--- src/rtl/pl_pkg.sv ---
package pl_pkg;
    typedef enum logic [2:0] {
        PL_WAIT_PWR,
        PL_IDLE,
        PL_LOAD,
        PL_PROGRAM,
        PL_SETTLE
    } pl_state_e;
endpackage

--- src/rtl/pl_bus_strobe.sv ---
// Samples the asynchronous bus and turns one qualified joint low phase
// of chip select and write strobe into a single-cycle write event.
module pl_bus_strobe #(
    parameter int AW         = 15,
    parameter int DW         = 8,
    parameter int GLITCH_CYC = 2
) (
    input  logic          clk,
    input  logic          rst_n,
    input  logic          ce_n,
    input  logic          we_n,
    input  logic          oe_n,
    input  logic [AW-1:0] addr,
    input  logic [DW-1:0] din,
    output logic          ev,
    output logic [AW-1:0] ev_addr,
    output logic [DW-1:0] ev_data
);
    localparam int LW = $clog2(GLITCH_CYC + 1);
    localparam logic [LW-1:0] LEN_MIN = LW'(GLITCH_CYC);

    logic [1:0]    ce_p, we_p, oe_p;
    logic [AW-1:0] a1, a2;
    logic [DW-1:0] d1, d2;
    logic          act, act_q, inhibit;
    logic [LW-1:0] len;

    always_ff @(posedge clk or negedge rst_n) begin
        if (!rst_n) begin
            ce_p <= 2'b11;
            we_p <= 2'b11;
            oe_p <= 2'b11;
            a1   <= '0;
            a2   <= '0;
            d1   <= '0;
            d2   <= '0;
        end else begin
            ce_p <= {ce_p[0], ce_n};
            we_p <= {we_p[0], we_n};
            oe_p <= {oe_p[0], oe_n};
            a1   <= addr;
            a2   <= a1;
            d1   <= din;
            d2   <= d1;
        end
    end

    assign act = !ce_p[1] && !we_p[1];

    always_ff @(posedge clk or negedge rst_n) begin
        if (!rst_n) begin
            act_q   <= 1'b0;
            len     <= '0;
            inhibit <= 1'b0;
            ev      <= 1'b0;
            ev_addr <= '0;
            ev_data <= '0;
        end else begin
            act_q <= act;
            ev    <= 1'b0;
            if (act && !act_q) begin
                ev_addr <= a2;
                ev_data <= d2;
                len     <= LW'(1);
                inhibit <= !oe_p[1];
            end else if (act) begin
                ev_data <= d2;
                if (len < LEN_MIN) len <= len + LW'(1);
                inhibit <= inhibit || !oe_p[1];
            end else if (act_q) begin
                ev <= (len >= LEN_MIN) && !inhibit;
            end
        end
    end

    // an event always follows directly on the end of a joint low phase
    assert_event_after_phase_R1: assert property (@(posedge clk) disable iff (!rst_n)
        ev |-> ($past(act_q) && !$past(act)));
endmodule

--- src/rtl/pl_cycle_timer.sv ---
// Cycle counter that reports once LIMIT cycles of run have been seen.
module pl_cycle_timer #(
    parameter int LIMIT = 16
) (
    input  logic clk,
    input  logic rst_n,
    input  logic restart,
    input  logic run,
    output logic done
);
    localparam int CW = $clog2(LIMIT + 1);
    localparam logic [CW-1:0] LAST = CW'(LIMIT - 1);

    logic [CW-1:0] cnt;

    always_ff @(posedge clk or negedge rst_n) begin
        if (!rst_n)              cnt <= '0;
        else if (restart)        cnt <= '0;
        else if (run && !done)   cnt <= cnt + CW'(1);
    end

    assign done = (cnt >= LAST);
endmodule

--- src/rtl/pl_page_buf.sv ---
// Page data latches with one loaded flag per offset.
module pl_page_buf #(
    parameter int DW    = 8,
    parameter int OFF_W = 6
) (
    input  logic             clk,
    input  logic             rst_n,
    input  logic             wr_en,
    input  logic [OFF_W-1:0] wr_off,
    input  logic [DW-1:0]    wr_data,
    input  logic             clr,
    input  logic [OFF_W-1:0] rd_off,
    output logic [DW-1:0]    rd_data,
    output logic             rd_loaded,
    output logic [(1<<OFF_W)-1:0] mask
);
    localparam int DEPTH = 1 << OFF_W;

    logic [DW-1:0] slot [DEPTH];

    for (genvar i = 0; i < DEPTH; i++) begin : g_slot
        always_ff @(posedge clk or negedge rst_n) begin
            if (!rst_n) begin
                slot[i] <= '0;
                mask[i] <= 1'b0;
            end else if (clr) begin
                mask[i] <= 1'b0;
            end else if (wr_en && wr_off == OFF_W'(i)) begin
                slot[i] <= wr_data;
                mask[i] <= 1'b1;
            end
        end
    end

    assign rd_data   = slot[rd_off];
    assign rd_loaded = mask[rd_off];
endmodule

--- src/rtl/page_load_ctrl.sv ---
module page_load_ctrl #(
    parameter int ADDR_W     = 15,
    parameter int DATA_W     = 8,
    parameter int OFF_W      = 6,
    parameter int GLITCH_CYC = 2,
    parameter int BLC_CYC    = 15000,
    parameter int TWC_CYC    = 1000000,
    parameter int POR_CYC    = 500000
) (
    input  logic              clk,
    input  logic              rst_n,
    input  logic              supply_ok,
    input  logic              bus_ce_n,
    input  logic              bus_oe_n,
    input  logic              bus_we_n,
    input  logic [ADDR_W-1:0] bus_addr,
    input  logic [DATA_W-1:0] bus_din,
    output logic              busy,
    output logic              page_err,
    output logic [ADDR_W-1:0] last_addr,
    output logic [DATA_W-1:0] last_data,
    output logic              commit_valid,
    output logic [ADDR_W-1:0] commit_addr,
    output logic [DATA_W-1:0] commit_data
);
    import pl_pkg::*;

    localparam int PG_W  = ADDR_W - OFF_W;
    localparam int DEPTH = 1 << OFF_W;
    localparam logic [OFF_W-1:0] LAST_OFF = OFF_W'(DEPTH - 1);

    pl_state_e state, state_nx;

    logic              ev;
    logic [ADDR_W-1:0] ev_addr;
    logic [DATA_W-1:0] ev_data;
    logic [PG_W-1:0]   page_q;
    logic [OFF_W-1:0]  idx;
    logic              por_done, blc_done, twc_done;
    logic              acc_first, acc_more, reject, accept, clr;
    logic [DATA_W-1:0] rd_data;
    logic              rd_loaded;
    logic [DEPTH-1:0]  buf_mask;

    pl_bus_strobe #(.AW(ADDR_W), .DW(DATA_W), .GLITCH_CYC(GLITCH_CYC)) u_strobe (
        .clk(clk), .rst_n(rst_n),
        .ce_n(bus_ce_n), .we_n(bus_we_n), .oe_n(bus_oe_n),
        .addr(bus_addr), .din(bus_din),
        .ev(ev), .ev_addr(ev_addr), .ev_data(ev_data)
    );

    pl_cycle_timer #(.LIMIT(POR_CYC)) u_por (
        .clk(clk), .rst_n(rst_n),
        .restart(!supply_ok || state != PL_WAIT_PWR),
        .run(state == PL_WAIT_PWR),
        .done(por_done)
    );

    pl_cycle_timer #(.LIMIT(BLC_CYC)) u_blc (
        .clk(clk), .rst_n(rst_n),
        .restart(accept),
        .run(state == PL_LOAD),
        .done(blc_done)
    );

    pl_cycle_timer #(.LIMIT(TWC_CYC)) u_twc (
        .clk(clk), .rst_n(rst_n),
        .restart(state == PL_LOAD),
        .run(busy),
        .done(twc_done)
    );

    pl_page_buf #(.DW(DATA_W), .OFF_W(OFF_W)) u_buf (
        .clk(clk), .rst_n(rst_n),
        .wr_en(accept), .wr_off(ev_addr[OFF_W-1:0]), .wr_data(ev_data),
        .clr(clr), .rd_off(idx),
        .rd_data(rd_data), .rd_loaded(rd_loaded), .mask(buf_mask)
    );

    // byte qualification against the state
    assign acc_first = (state == PL_IDLE) && supply_ok && ev;
    assign acc_more  = (state == PL_LOAD) && ev && (ev_addr[ADDR_W-1:OFF_W] == page_q);
    assign reject    = (state == PL_LOAD) && ev && (ev_addr[ADDR_W-1:OFF_W] != page_q);
    assign accept    = acc_first || acc_more;
    assign clr       = (state == PL_SETTLE) && twc_done;

    // state register
    always_ff @(posedge clk or negedge rst_n) begin
        if (!rst_n) state <= PL_WAIT_PWR;
        else        state <= state_nx;
    end

    // next-state logic
    always_comb begin
        state_nx = state;
        unique case (state)
            PL_WAIT_PWR: if (supply_ok && por_done) state_nx = PL_IDLE;
            PL_IDLE: begin
                if (!supply_ok)     state_nx = PL_WAIT_PWR;
                else if (acc_first) state_nx = PL_LOAD;
            end
            PL_LOAD:     if (!acc_more && blc_done) state_nx = PL_PROGRAM;
            PL_PROGRAM:  if (idx == LAST_OFF) state_nx = PL_SETTLE;
            PL_SETTLE:   if (twc_done) state_nx = PL_IDLE;
            default:     state_nx = PL_WAIT_PWR;
        endcase
    end

    // registered datapath and flags
    always_ff @(posedge clk or negedge rst_n) begin
        if (!rst_n) begin
            page_q    <= '0;
            idx       <= '0;
            last_addr <= '0;
            last_data <= '0;
            page_err  <= 1'b0;
        end else begin
            if (acc_first) begin
                page_q   <= ev_addr[ADDR_W-1:OFF_W];
                page_err <= 1'b0;
            end
            if (reject) page_err <= 1'b1;
            if (accept) begin
                last_addr <= ev_addr;
                last_data <= ev_data;
            end
            if (state == PL_PROGRAM) idx <= idx + OFF_W'(1);
            else                     idx <= '0;
        end
    end

    // outputs
    always_comb begin
        busy         = (state == PL_PROGRAM) || (state == PL_SETTLE);
        commit_valid = (state == PL_PROGRAM) && rd_loaded;
        commit_addr  = {page_q, idx};
        commit_data  = rd_data;
    end

    assert_commit_in_busy_R6: assert property (@(posedge clk) disable iff (!rst_n)
        commit_valid |-> busy);

    assert_commit_same_page_R6: assert property (@(posedge clk) disable iff (!rst_n)
        commit_valid |-> (commit_addr[ADDR_W-1:OFF_W] == last_addr[ADDR_W-1:OFF_W]));

    assert_no_accept_busy_R9: assert property (@(posedge clk) disable iff (!rst_n)
        (busy && $past(busy)) |-> ($stable(last_addr) && $stable(last_data)));

    assert_perr_from_load_R8: assert property (@(posedge clk) disable iff (!rst_n)
        $rose(page_err) |-> ($past(state) == PL_LOAD));

    assert_mask_empty_R12: assert property (@(posedge clk) disable iff (!rst_n)
        $fell(busy) |-> (buf_mask == '0));

    assert_pwr_gate_R10: assert property (@(posedge clk) disable iff (!rst_n)
        (state == PL_WAIT_PWR) |=> (state != PL_LOAD));
endmodule

--- config.mk ---
export PLATFORM = sky130hd
export DESIGN_NAME = page_load_ctrl
export DESIGN_NICKNAME = d
export VERILOG_FILES = /design/src/rtl/pl_pkg.sv /design/src/rtl/pl_bus_strobe.sv /design/src/rtl/pl_cycle_timer.sv /design/src/rtl/pl_page_buf.sv /design/src/rtl/page_load_ctrl.sv
export SDC_FILE = /design/constraint.sdc
export NUM_CORES = 1
export LEC_CHECK = 0
export BUFFER_PORTS_ARGS = -buffer_cell sky130_fd_sc_hd__buf_2
export CAP_MARGIN = 20
export CORE_AREA = 2 2 278 280
export DETAILED_ROUTE_END_ITERATION = 12
export DIE_AREA = 0 0 280 282
export HOLD_SLACK_MARGIN = 0.1
export PLACE_DENSITY_LB_ADDON = 0.1
export SKIP_CTS_REPAIR_TIMING = 1
export SLEW_MARGIN = 20
export SYNTH_ARGS = -nofsm -noshare
export SYNTH_HDL_FRONTEND = slang
export SYNTH_SLANG_ARGS = --single-unit
--- constraint.sdc ---
create_clock -name clk -period 3.75 [get_ports clk]
set_clock_uncertainty 0.1 [all_clocks]
set_input_delay 0.75 -clock clk [delete_from_list [all_inputs] [get_ports clk]]
set_output_delay 0.75 -clock clk [all_outputs]
set_load 0.01 [all_outputs]
# Word level (Yosys, flattened, before mapping)

Cells that the tools add are included.

Flip-flop bits (word level): 751
Input port bits: 29
Output and inout bits: 49

Add/subtract/negate cells: 5
Magnitude comparators: 7
Equal/unequal tests: 75
Muxes and demuxes: 159
Bitwise gates (word level): 2
Reductions and logical operators: 232

Operator list:

| kind                    | count |
|---|---|
| $eq A6 B6 Y1 const B    | 33 |
| $reduce_bool A2 Y1      | 70 |
| $mux W1                 | 136 |
| $reduce_and A2 Y1       | 65 |
| $eq A6 B5 Y1 const B    | 16 |
| $logic_and A1 B1 Y1     | 79 |
| $bmux W8 S6             | 1 |
| $eq A6 B4 Y1 const B    | 8 |
| $mux W20                | 2 |
| $mux W19                | 2 |
| $mux W8                 | 4 |
| $mux W14                | 2 |
| $eq A6 B3 Y1 const B    | 4 |
| $add A20 B1 Y20 const B | 1 |
| $ge A20 B20 Y1 const B  | 1 |
| $add A19 B1 Y19 const B | 1 |
| $ge A19 B19 Y1 const B  | 1 |
| $mux W3                 | 6 |
| $pmux W3 S5             | 1 |
| $add A14 B1 Y14 const B | 1 |
| $ge A14 B14 Y1 const B  | 1 |
| $eq A6 B2 Y1 const B    | 2 |
| $logic_not A1 Y1        | 10 |
| $eq A9 B9 Y1            | 1 |
| other kinds (23)        | 32 |

# Logic depth before layout (Yosys ltp)

Gate-level depths: netlist of the first run.

Depth in word-level cells: 7
Mapped depth: 9

# Hierarchy

A second synthesis of the first run with hierarchy kept.

Cells, all modules: 2450
Area total of the unflattened synthesis: 34475.6 sq um

Modules (own cells, without submodules):

| module                 | times used | cells an instance | area each (sq um) | seq. area each (sq um) |
|---|---|---|---|---|
| pl_page_buf            | 1          | 1720              | 26276.5           | 14413.8 |
| page_load_ctrl         | 1          | 274               | 2611.3            | 1051.0 |
| pl_bus_strobe          | 1          | 119               | 2433.6            | 2009.4 |
| pl_cycle_timer (u_twc) | 1          | 128               | 1186.1            | 500.5 |
| pl_cycle_timer (u_por) | 1          | 124               | 1156.1            | 475.5 |
| pl_cycle_timer (u_blc) | 1          | 85                | 812.0             | 350.3 |

# Worst setup path before layout of the first run

No wires, ideal clock.

Path kind: reg2out
Start: register idx[0]
End: output commit_data[0]
Arrival time: 2.331 ns
Required time: 2.900 ns
Setup slack: 0.569 ns
Cell stages (with the launch flop): 6
Cell sequence: dfrtp_1 > buf_2 > buf_2 > mux4_2 > mux4_2 > a221o_1

Longest elaborated chain between the ends: 4

Ends and longest elaborated chain:

| element                                    | RTL line              | text |
|---|---|---|
| from (decl)                                | page_load_ctrl.sv:38  | `logic [OFF_W-1:0] idx;` |
| from (signal assigned)                     | page_load_ctrl.sv:127 | `if (state == PL_PROGRAM) idx <= idx + OFF_W'(1);` |
| $not A6 Y7 (not written as such)           | pl_page_buf.sv:35     | `assign rd_data = slot[rd_off];` |
| $bmux W8 S6                                | pl_page_buf.sv:35     |  |
| $mux W8 (not written as such) (2 in a row) | pl_page_buf.sv:35     |  |
| to (decl)                                  | page_load_ctrl.sv:24  | `output logic [DATA_W-1:0] commit_data` |

No other way between the ends. The select of a mux whose other input is x is not followed.

# Worst setup path in the final report of the first run

Start: register idx[0]
End: output commit_data[3]

The elaborated chain is that of the path after synthesis.

==> run_results.csv, run 1 <==
group,metric,value,unit
yosys,synthArstFlopShare,1.00,
worst_setup_path,r2r_start,"state[2]$_DFFE_PN0P_",
worst_setup_path,ff2ff_path_depth,6,
yosys,syn-num-nets,2328,
floorplanning,dieArea,79000,sq um
worst_setup_path,cp.required,2.90,ns
global_route,grt_pass1_vias,21292,
global_route,grt_max_degree,93,
yosys,ys_seq_area_frac,0.556,
yosys,netlist_area,33800,sq um
sta,final_max_slew_viol_count,0,
route,post_drt_wl_per_cell,25.1,um
worst_setup_path,rrSetupSlack,0.68,ns
worst_setup_path,critical_path_arrival,3.15,ns
placed_design,numPortBuffers,77,
route,drtIter0Drc,1357,
worst_setup_path,startpoint_type,"flip-flop",
layout,antenna_cells,0,
yosys,syn_inst,2294,
worst_setup_path,worstSetupPathType,"reg2out",
route,drtPass1Iterations,7,
global_route,gr-total-overflow,0,
global_route,antenna_found_initial,0,
yosys,synthFlopType,"dfrtp_1",
placed_design,placed_area,35800,sq um
global_route,grt_pass1_wl,135000,um
status,outcome,"finished with violations",
floorplanning,core,75700,sq um
clock_network,clockBufferDepth,3,
layout,layout_commonest_cell,"dfrtp_1",
clock_network,clock_sinks,751,
clock_network,path_clk_slew,0.06,ns
yosys,ys_types,65,
global_route,grt_usage,0.225,
route,routed_wl,87600,um
floorplanning,dieWidth,280,um
clock_network,cts_buffers,84,
pwr,p_leak,19.4,nW
sta,final_hold_viol_count,0,
layout,nets,2483,
yosys,synth_edf_count,0,
placed_design,dpl.hpwl,55500,um
sta,worstMarginPinSlew,1.15,ns
sta,setup_violations,9,
layout,utilization,0.525,
sta,max_freq,250,MHz
worst_setup_path,path_max_fanout,5,
floorplanning,rows,101,
pwr,vdd_drop_max,356,uV
pwr,power_density,450,nW/um^2
worst_setup_path,worst_setup_path_end_kind,"output port",
sta,finalCritPeriodShare,1.07,
sta,layout_setup_ws,-0.252,ns
yosys,synth.avg_cell_area,14.7,sq um
route,vias_per_cell,5.77,
layout,fillers,6257,
clock_network,cts-root-buf,"clkbuf_16",
route,num_vias,20162,
layout,syn_to_final_growth,17.6,%
hold_path,hold_class,"in2async",
route,ant_nets,0,
floorplanning,die_h,282,um
layout,drive_above_1_share,0.471,
clock_network,tritoncts,"done",
route,drc,0,
placed_design,gp_congestion,0.790,
worst_setup_path,regToRegEndpoint,"u_buf.slot[121]$_DFFE_PN0P_",
sta,timing.hold.ws,0.0846,ns
clock_network,clock_latency,0.65,ns
sta,rsz0062_at_grt,"true",
floorplanning,initial_utilization,0.446,
yosys,ys_ff_latch,751,
clock_network,htree_levels,3,
floorplanning,io_pins,78,
yosys,yosys_warnings,0,
layout,final_design_area_no_fill,39700,sq um
sta,maxSlewHeadroom,0.232,
sta,layout_min_cycle_time,4.00,ns
status,violations,"setup timing",
layout,final_cell_mix,"dfrtp_1, mux2_2, mux4_2",
job,drv_cap,0,
per-stage QoR:
step	setup TNS (ns)	setup WS, ns	instances	total power [W]
floorplan	0	0.569	2294	0.00897
global placement	0	0.183	3291	0.00943
detailed placement	0	0.182	3291	0.00946
CTS	-4.19	-0.527	3442	0.0181
global route	-2.94	-0.351	3492	0.0185
finish	-2.13	-0.252	3492	0.0179
cells in the mapped netlist (3+ instances only):
library cell	count	area share
a2111oi_0	8	0.0021
a211oi_1	11	0.0024
a21o_1	66	0.015
a21oi_1	23	0.0034
a221o_1	8	0.0024
a22oi_1	18	0.0040
a31oi_1	3	0.00056
and2_1	10	0.0019
and3_1	6	0.0011
and4_1	4	0.0010
buf_1	7	0.00078
buf_2	32	0.0047
buf_4	5	0.0011
buf_6	6	0.0020
clkbuf_1	101	0.011
dfrtp_1	745	0.55
dfstp_2	6	0.0047
ha_1	5	0.0019
inv_1	11	0.0012
mux2_2	545	0.18
mux2i_1	12	0.0036
mux4_2	151	0.10
nand2_1	128	0.014
nand2b_1	5	0.00093
nand3_1	31	0.0046
nand4_1	13	0.0024
nor2_1	112	0.012
nor2b_1	8	0.0015
nor3_1	12	0.0018
nor3_4	63	0.030
o211ai_1	6	0.0013
o21a_1	5	0.0011
o21ai_0	20	0.0030
o221ai_1	8	0.0021
o22ai_1	12	0.0022
o31ai_1	6	0.0013
or2_2	4	0.00074
or3_1	7	0.0013
or4_1	5	0.0011
xnor2_1	25	0.0065
xor2_1	13	0.0034
sequential cells by signal, indices dropped and copies added, names as in the netlist, 6 cells and up:
register and count:
idx 6, last_addr 15, last_data 8, page_q 9, u_blc.cnt 14, u_buf.mask 64
u_buf.slot 512, u_por.cnt 19, u_strobe.a1 15, u_strobe.a2 15, u_strobe.d1 8, u_strobe.d2 8
u_strobe.ev_addr 15, u_strobe.ev_data 8, u_twc.cnt 20
report_power, final:
group / switching, W / internal (W)
combinational: 0.000564 / 0.000210
sequential: 0.000330 / 0.00823
clock: 0.00342 / 0.00514
final cells by class:
type	count	area (sq um)	area share
inverter	11	41.3	0.00104
sequential	751	18800	0.474
timing repair buffer	220	2070	0.0520
clock inverter	29	422	0.0106
tap	978	1220	0.0308
multi-input combinational	1381	14700	0.370
clock buffer	122	2470	0.0621
worst max-delay path, stage by stage (launching register included):
cell and delay (ns):
dfrtp_4 0.50, buf_12 0.15, buf_8 0.12, clkbuf_16 0.16
mux4_2 0.51, nor2_2 0.15, nor2_2 0.05, o221ai_2 0.23
a211oi_2 0.06, buf_4 0.16, a221o_1 0.28, buf_2 0.15
how the worst max path moves through the flow:
stage / startpoint / to / slack, ns
after global routing: idx[0]$_DFF_PN0_ / commit_data[3] / -0.35
after CTS: idx[0]$_DFF_PN0_ / commit_data[1] / -0.53
final: idx[0]$_DFF_PN0_ / commit_data[3] / -0.25
after floorplan: idx[0]$_DFF_PN0_ / commit_data[0] / 0.57
after detailed placement: idx[0]$_DFF_PN0_ / commit_valid / 0.18
after global placement: idx[0]$_DFF_PN0_ / commit_valid / 0.18
cell families after synthesis:
kind of cell / synth area share
AO/OA/AOI/OAI: 0.0459
XOR/XNOR: 0.00985
adder cells (fa/ha/maj): 0.00185
buffers and inverters: 0.0211
flip-flops: 0.556
multiplexers: 0.286
AND/OR/NAND/NOR: 0.0791
metal layers:
metal | share of wire | up-vias | track usage | wire, um
met1 | 0.47 | 10854 | 0.331 | 41000
met4 | 0.023 | 0 | 0.0592 | 2050
met5 | 0 | - | 0 | 0
met2 | 0.47 | 404 | 0.349 | 40800
li1 | - | 8777 | - | -
met3 | 0.044 | 127 | 0.0366 | 3870
(Power assumes the default switching activity.)
==> run 2: changes to the inputs <==
--- a/config.mk
+++ b/config.mk
@@ -5,7 +5,7 @@
 export SDC_FILE = /design/constraint.sdc
 export NUM_CORES = 1
 export LEC_CHECK = 0
-export BUFFER_PORTS_ARGS = -buffer_cell sky130_fd_sc_hd__buf_2
+export BUFFER_PORTS_ARGS = -buffer_cell sky130_fd_sc_hd__buf_4
 export CAP_MARGIN = 20
 export CORE_AREA = 2 2 278 280
 export DETAILED_ROUTE_END_ITERATION = 12
==> constraint.sdc (replaced) <==
create_clock -name clk -period 3.3 [get_ports clk]
set_clock_uncertainty 0.1 [all_clocks]
set_input_delay 0.66 -clock clk [delete_from_list [all_inputs] [get_ports clk]]
set_output_delay 0.66 -clock clk [all_outputs]
set_load 0.01 [all_outputs]
==> run 2 against run 1 <==
Effect of this change: the flow still finishes with violations (setup timing); flip-flop and latch count unchanged; combinational power up 32%; setup slack worse by 0.45 ns; critical path type unchanged; critical endpoint is now commit_data[0]; highest routed layer unchanged.
==> run_results.csv, run 2 (synthesis results as in run 1) <==
group,metric,value,unit
floorplanning,rows,101,
layout,drive_above_1_share,0.464,
placed_design,placed_area,36300,sq um
worst_setup_path,worst_setup_path_end_kind,"output port",
floorplanning,io_pins,78,
floorplanning,initial_utilization,0.446,
layout,top_register,"u_buf.slot",
route,drtPass1Iterations,5,
route,drc,0,
layout,layout_commonest_cell,"dfrtp_1",
placed_design,numPortBuffers,77,
global_route,grt_pass1_vias,21239,
global_route,gr-total-overflow,0,
global_route,grt_pass1_wl,134000,um
layout,final_design_area_no_fill,39900,sq um
pwr,power_density,501,nW/um^2
clock_network,cts-root-buf,"clkbuf_16",
layout,final_cell_mix,"dfrtp_1, mux2_2, buf_4",
clock_network,path_clk_slew,0.06,ns
global_route,grt_usage,0.224,
clock_network,htree_levels,3,
layout,multi_input_area,14500,sq um
sta,max_freq,250,MHz
pwr,power,0.0200,W
worst_setup_path,path_max_fanout,8,
clock_network,cts_buffers,83,
worst_setup_path,path_delay_family,"multiplexers",
route,num_vias,20475,
pwr,p_leak,19.5,nW
status,violations,"setup timing",
route,drtIter0Drc,1532,
floorplanning,dieArea,79000,sq um
pwr,vdd_drop_max,312,uV
sta,setup_violations,9,
placed_design,dpl.hpwl,56600,um
layout,nets,2516,
worst_setup_path,cp.required,2.54,ns
route,routed_wl,86900,um
sta,rsz0062_at_grt,"true",
sta,finalCritPeriodShare,1.21,
sta,final_max_slew_viol_count,0,
route,ant_nets,0,
sta,maxSlewHeadroom,0.353,
clock_network,clockBufferDepth,3,
layout,seqCellArea,18800,sq um
global_route,grt_max_degree,102,
worst_setup_path,critPathMaxStageDelay,0.54,ns
layout,reg_top3,"u_buf.slot (512), u_buf.mask (64), u_twc.cnt (20)",
sta,timing.hold.ws,0.246,ns
worst_setup_path,cpMaxStageDelayCell,"mux4_2",
sta,final_hold_viol_count,0,
floorplanning,die_h,282,um
floorplanning,core,75700,sq um
job,drv_cap,0,
worst_setup_path,path_cells,"buf_12, buf_16, buf_12, mux4_2, mux4_2, a221o_1, buf_6",
layout,largest_reg_flops,512,
clock_network,clock_latency,0.64,ns
clock_network,clock_sinks,751,
sta,layout_setup_ws,-0.704,ns
floorplanning,dieWidth,280,um
worst_setup_path,path_buf_inv,4,
hold_path,hold_class,"reg2reg",
layout,syn_to_final_growth,18.0,%
route,vias_per_cell,5.80,
route,post_drt_wl_per_cell,24.6,um
worst_setup_path,worstSetupPathType,"reg2out",
sta,layout_min_cycle_time,4.00,ns
status,outcome,"finished with violations",
placed_design,gp_congestion,0.833,
global_route,antenna_found_initial,0,
clock_network,tritoncts,"done",
worst_setup_path,critical_path_arrival,3.24,ns
layout,fillers,6143,
worst_setup_path,startpoint_type,"flip-flop",
sta,worstMarginPinSlew,0.971,ns
[run 2: per-stage QoR]
| stage | utilization | setup slack, ns | setup TNS (ns) | cells |
|---|---|---|---|---|
| 4_1_cts | 0.516 | -0.838 | -6.81 | 3477 |
| 2_1_floorplan | - | 0.209 | 0 | 2294 |
| 3_5_place_dp | 0.479 | -0.144 | -0.589 | 3325 |
| 3_3_place_gp | 0.479 | -0.184 | -0.460 | 3325 |
| 5_1_grt | 0.527 | -0.733 | -6.30 | 3527 |
| 6_report | 0.527 | -0.704 | -5.82 | 3528 |
[run 2: path summary, 6_finish.rpt]
kind                                                 start                          end  slack, ns  depth (start not counted)
max                                       idx[0]$_DFF_PN0_               commit_data[0]      -0.70                          7
min in group asynchronous                            rst_n     u_blc.cnt[4]$_DFFE_PN0P_       0.50                          2
min reg2reg                       u_strobe.a1[2]$_DFF_PN0_     u_strobe.a2[2]$_DFF_PN0_       0.25                          0
max reg2reg                u_strobe.ev_addr[9]$_DFFE_PN0P_  u_buf.slot[354]$_DFFE_PN0P_       0.28                          7
max in group asynchronous                            rst_n  u_buf.slot[410]$_DFFE_PN0P_       1.61                          3
min                               u_strobe.a1[2]$_DFF_PN0_     u_strobe.a2[2]$_DFF_PN0_       0.25                          0
[run 2: metal layers]
metal | part of all wire | global-route usage
met4 | 0.023 | 0.0684
met3 | 0.042 | 0.0332
met5 | 0 | 0
met1 | 0.47 | 0.324
met2 | 0.46 | 0.350
[run 2: final cells by class]
type,count,area share
clock inverters,25,0.00712
diodes,1,0.0000627
clock buffers,127,0.0625
inverters,11,0.00104
repair buffers,254,0.0633
flip-flops and latches,751,0.472
multi-input cells,1381,0.364
well taps,978,0.0307
[run 2: worst reg2reg max path: stages (launching register included)]
cell     delay, ns
dfrtp_1       0.43
xnor2_1       0.18
nand4_1       0.28
nor4_4        0.35
nor2_4        0.10
buf_4         0.35
nor3_4        0.70
mux2_2        0.42
[run 2: report_power, final]
part	total (W)	leakage, nW	switching [W]	internal (W)
Combinational	0.00102	7.84	0.000742	0.000282
Sequential	0.00964	10.3	0.000285	0.00935
Clock	0.00933	1.37	0.00386	0.00547
Total	0.0200	19.5	0.00489	0.0151
==> run 3: changes to the inputs <==
--- a/config.mk
+++ b/config.mk
@@ -7,9 +7,9 @@
 export LEC_CHECK = 0
 export BUFFER_PORTS_ARGS = -buffer_cell sky130_fd_sc_hd__buf_4
 export CAP_MARGIN = 20
-export CORE_AREA = 2 2 278 280
+export CORE_AREA = 2 2 328 330
 export DETAILED_ROUTE_END_ITERATION = 12
-export DIE_AREA = 0 0 280 282
+export DIE_AREA = 0 0 330 332
 export HOLD_SLACK_MARGIN = 0.1
 export PLACE_DENSITY_LB_ADDON = 0.1
 export SKIP_CTS_REPAIR_TIMING = 1
==> run 3 against run 2 <==
Effect of this change: utilization shrank 14 points; the flow finishes with violations (DRC, setup timing); total power grew 3.2%; worst hold slack lost 0.0062 ns; cell count grew 14%; highest routed layer unchanged; register-to-register slack gained 0.07 ns; setup slack lost 0.16 ns.
==> run_results.csv, run 3 (synthesis results as in run 1) <==
group,metric,value,unit
floorplanning,initial_utilization,0.318,
worst_setup_path,regToRegEndpoint,"u_buf.slot[281]$_DFFE_PN0P_",
route,post_drt_wl_per_cell,23.2,um
status,violations,"DRC, setup timing",
sta,setup_violations,9,
floorplanning,die_h,332,um
placed_design,gp_congestion,0.778,
worst_setup_path,ff2ff_path_depth,9,
global_route,antenna_found_initial,0,
global_route,grt_max_degree,73,
layout,drive_above_1_share,0.468,
worst_setup_path,path_max_fanout,9,
worst_setup_path,r2r_start,"state[1]$_DFFE_PN0P_",
pwr,p_clk_frac,0.482,
sta,finalCritPeriodShare,1.26,
floorplanning,core,106000,sq um
global_route,grt_usage,0.173,
pwr,p_switching,0.00505,W
layout,utilization,0.384,
clock_network,clock_sinks,751,
global_route,grt_pass1_wl,144000,um
sta,layout_setup_ws,-0.863,ns
layout,final_cell_mix,"dfrtp_1, mux2_2, buf_4",
route,routed_wl,92900,um
route,vias_per_cell,5.02,
sta,fin_tns_setup,-6.82,ns
layout,syn_to_final_growth,20.7,%
sta,maxSlewHeadroom,0.285,
sta,final_max_slew_viol_count,0,
clock_network,clock_latency,0.67,ns
pwr,cellInternalPower,0.0156,W
worst_setup_path,rrSetupSlack,0.35,ns
layout,antenna_cells,0,
clock_network,cts-root-buf,"clkbuf_16",
sta,max_freq,240,MHz
route,ant_nets,0,
placed_design,numPortBuffers,77,
clock_network,clockBufferDepth,3,
hold_path,min-delay-start,"u_strobe.d1[3]$_DFF_PN0_",
sta,rsz0062_at_grt,"true",
worst_setup_path,worst_setup_path_end_kind,"output port",
route,drtIter0Drc,1166,
layout,seqCellArea,18800,sq um
pwr,pwr-share-comb,0.047,
worst_setup_path,cp-endpoint,"commit_data[7]",
placed_design,dpl.hpwl,61800,um
sta,layout_min_cycle_time,4.16,ns
route,drtPass1Iterations,9,
pwr,power_density,506,nW/um^2
pwr,switching_share,0.245,
layout,largest_reg_flops,512,
layout,nets,2571,
worst_setup_path,worstSetupPathType,"reg2out",
clock_network,tritoncts,"done",
layout,layout_commonest_cell,"dfrtp_1",
layout,reg_top3,"u_buf.slot (512), u_buf.mask (64), u_twc.cnt (20)",
clock_network,path_clk_slew,0.06,ns
worst_setup_path,cp.required,2.54,ns
global_route,grt_pass1_vias,21955,
clock_network,cts_buffers,88,
layout,multi_input_area,14400,sq um
hold_path,hold_class,"reg2reg",
job,drv_cap,0,
worst_setup_path,critical_path_arrival,3.40,ns
layout,top_register,"u_buf.slot",
floorplanning,dieWidth,330,um
pwr,p_leak,19.8,nW
worst_setup_path,startpoint,"idx[3]$_DFF_PN0_",
status,outcome,"finished with violations",
clock_network,htree_levels,3,
floorplanning,rows,120,
sta,final_hold_viol_count,0,
route,drc,1,
floorplanning,dieArea,110000,sq um
sta,timing.hold.ws,0.240,ns
layout,fillers,10028,
global_route,gr-total-overflow,0,
floorplanning,io_pins,78,
route,num_vias,20118,
pwr,seqPwrFrac,0.471,
sta,worstMarginPinSlew,1.07,ns
worst_setup_path,startpoint_type,"flip-flop",
pwr,vdd_drop_max,361,uV
run 3: changes by cell type in the layout (fill, tap and decap cells not counted), moves of 3 or more:
cell	previous run	this run
buf_6	7	2
a2111oi_4	4	1
clkbuf_1	19	24
buf_12	28	31
and2_1	7	10
o22ai_2	5	0
o22ai_1	7	12
buf_4	181	241
a22oi_2	7	3
and2_4	3	0
a22oi_1	11	15
clkinv_2	14	8
run 3: area by class of cell:
| cell class | instances | share of cell area |
|---|---|---|
| sequential | 751 | 0.461 |
| multi-input combinational | 1381 | 0.353 |
| timing repair buffer | 304 | 0.0685 |
| clock buffer | 138 | 0.0650 |
| tap | 1403 | 0.0430 |
| clock inverter | 22 | 0.00834 |
| inverter | 11 | 0.00101 |
run 3: layer usage:
metal	vias up	GRT usage	wire, um
met1	10804	0.250	44100
met5	-	0	0
met2	268	0.273	44100
met4	0	0.0507	2140
met3	104	0.0219	2610
li1	8942	-	-
run 3: critical path, cell delays in order (launching register included):
cell      delay (ns)
dfrtp_1         0.66
inv_1           0.28
nand2_1         0.36
o22ai_1         0.24
a211oi_1        0.79
a221o_1         0.27
buf_6           0.12
run 3: metrics by stage:
stage | area [sq um] | total power [W] | worst slack [ns] | std cells
global route | 40800 | 0.0215 | -0.849 | 4010
global placement | 37400 | 0.0108 | -0.514 | 3819
CTS | 40400 | 0.0210 | -1.24 | 3979
finish | 40800 | 0.0206 | -0.863 | 4010
detailed placement | 37400 | 0.0108 | -0.505 | 3819
floorplan | 33800 | 0.0102 | 0.209 | 2294
run 3: worst min-delay path by stage:
stage / end / slack [ns] / cells after the start
2_1_floorplan: u_strobe.a2[0]$_DFF_PN0_ / 0.23 / 0
3_3_place_gp: u_strobe.a2[5]$_DFF_PN0_ / 0.24 / 0
3_5_place_dp: u_strobe.d2[3]$_DFF_PN0_ / 0.23 / 0
4_1_cts: u_por.cnt[7]$_DFFE_PN0P_ / -0.07 / 1
5_1_grt: u_strobe.d2[7]$_DFF_PN0_ / 0.25 / 0
6_report: u_strobe.d2[3]$_DFF_PN0_ / 0.24 / 0
run 3: power by group through the flow:
stage	sequential (W)	combinational [W]	clock [W]
global route	0.00975	0.00107	0.0107
finish	0.00972	0.000964	0.00995
global placement	0.00987	0.000933	0
floorplan	0.00961	0.000587	0
detailed placement	0.00988	0.000958	0
CTS	0.00972	0.000961	0.0103
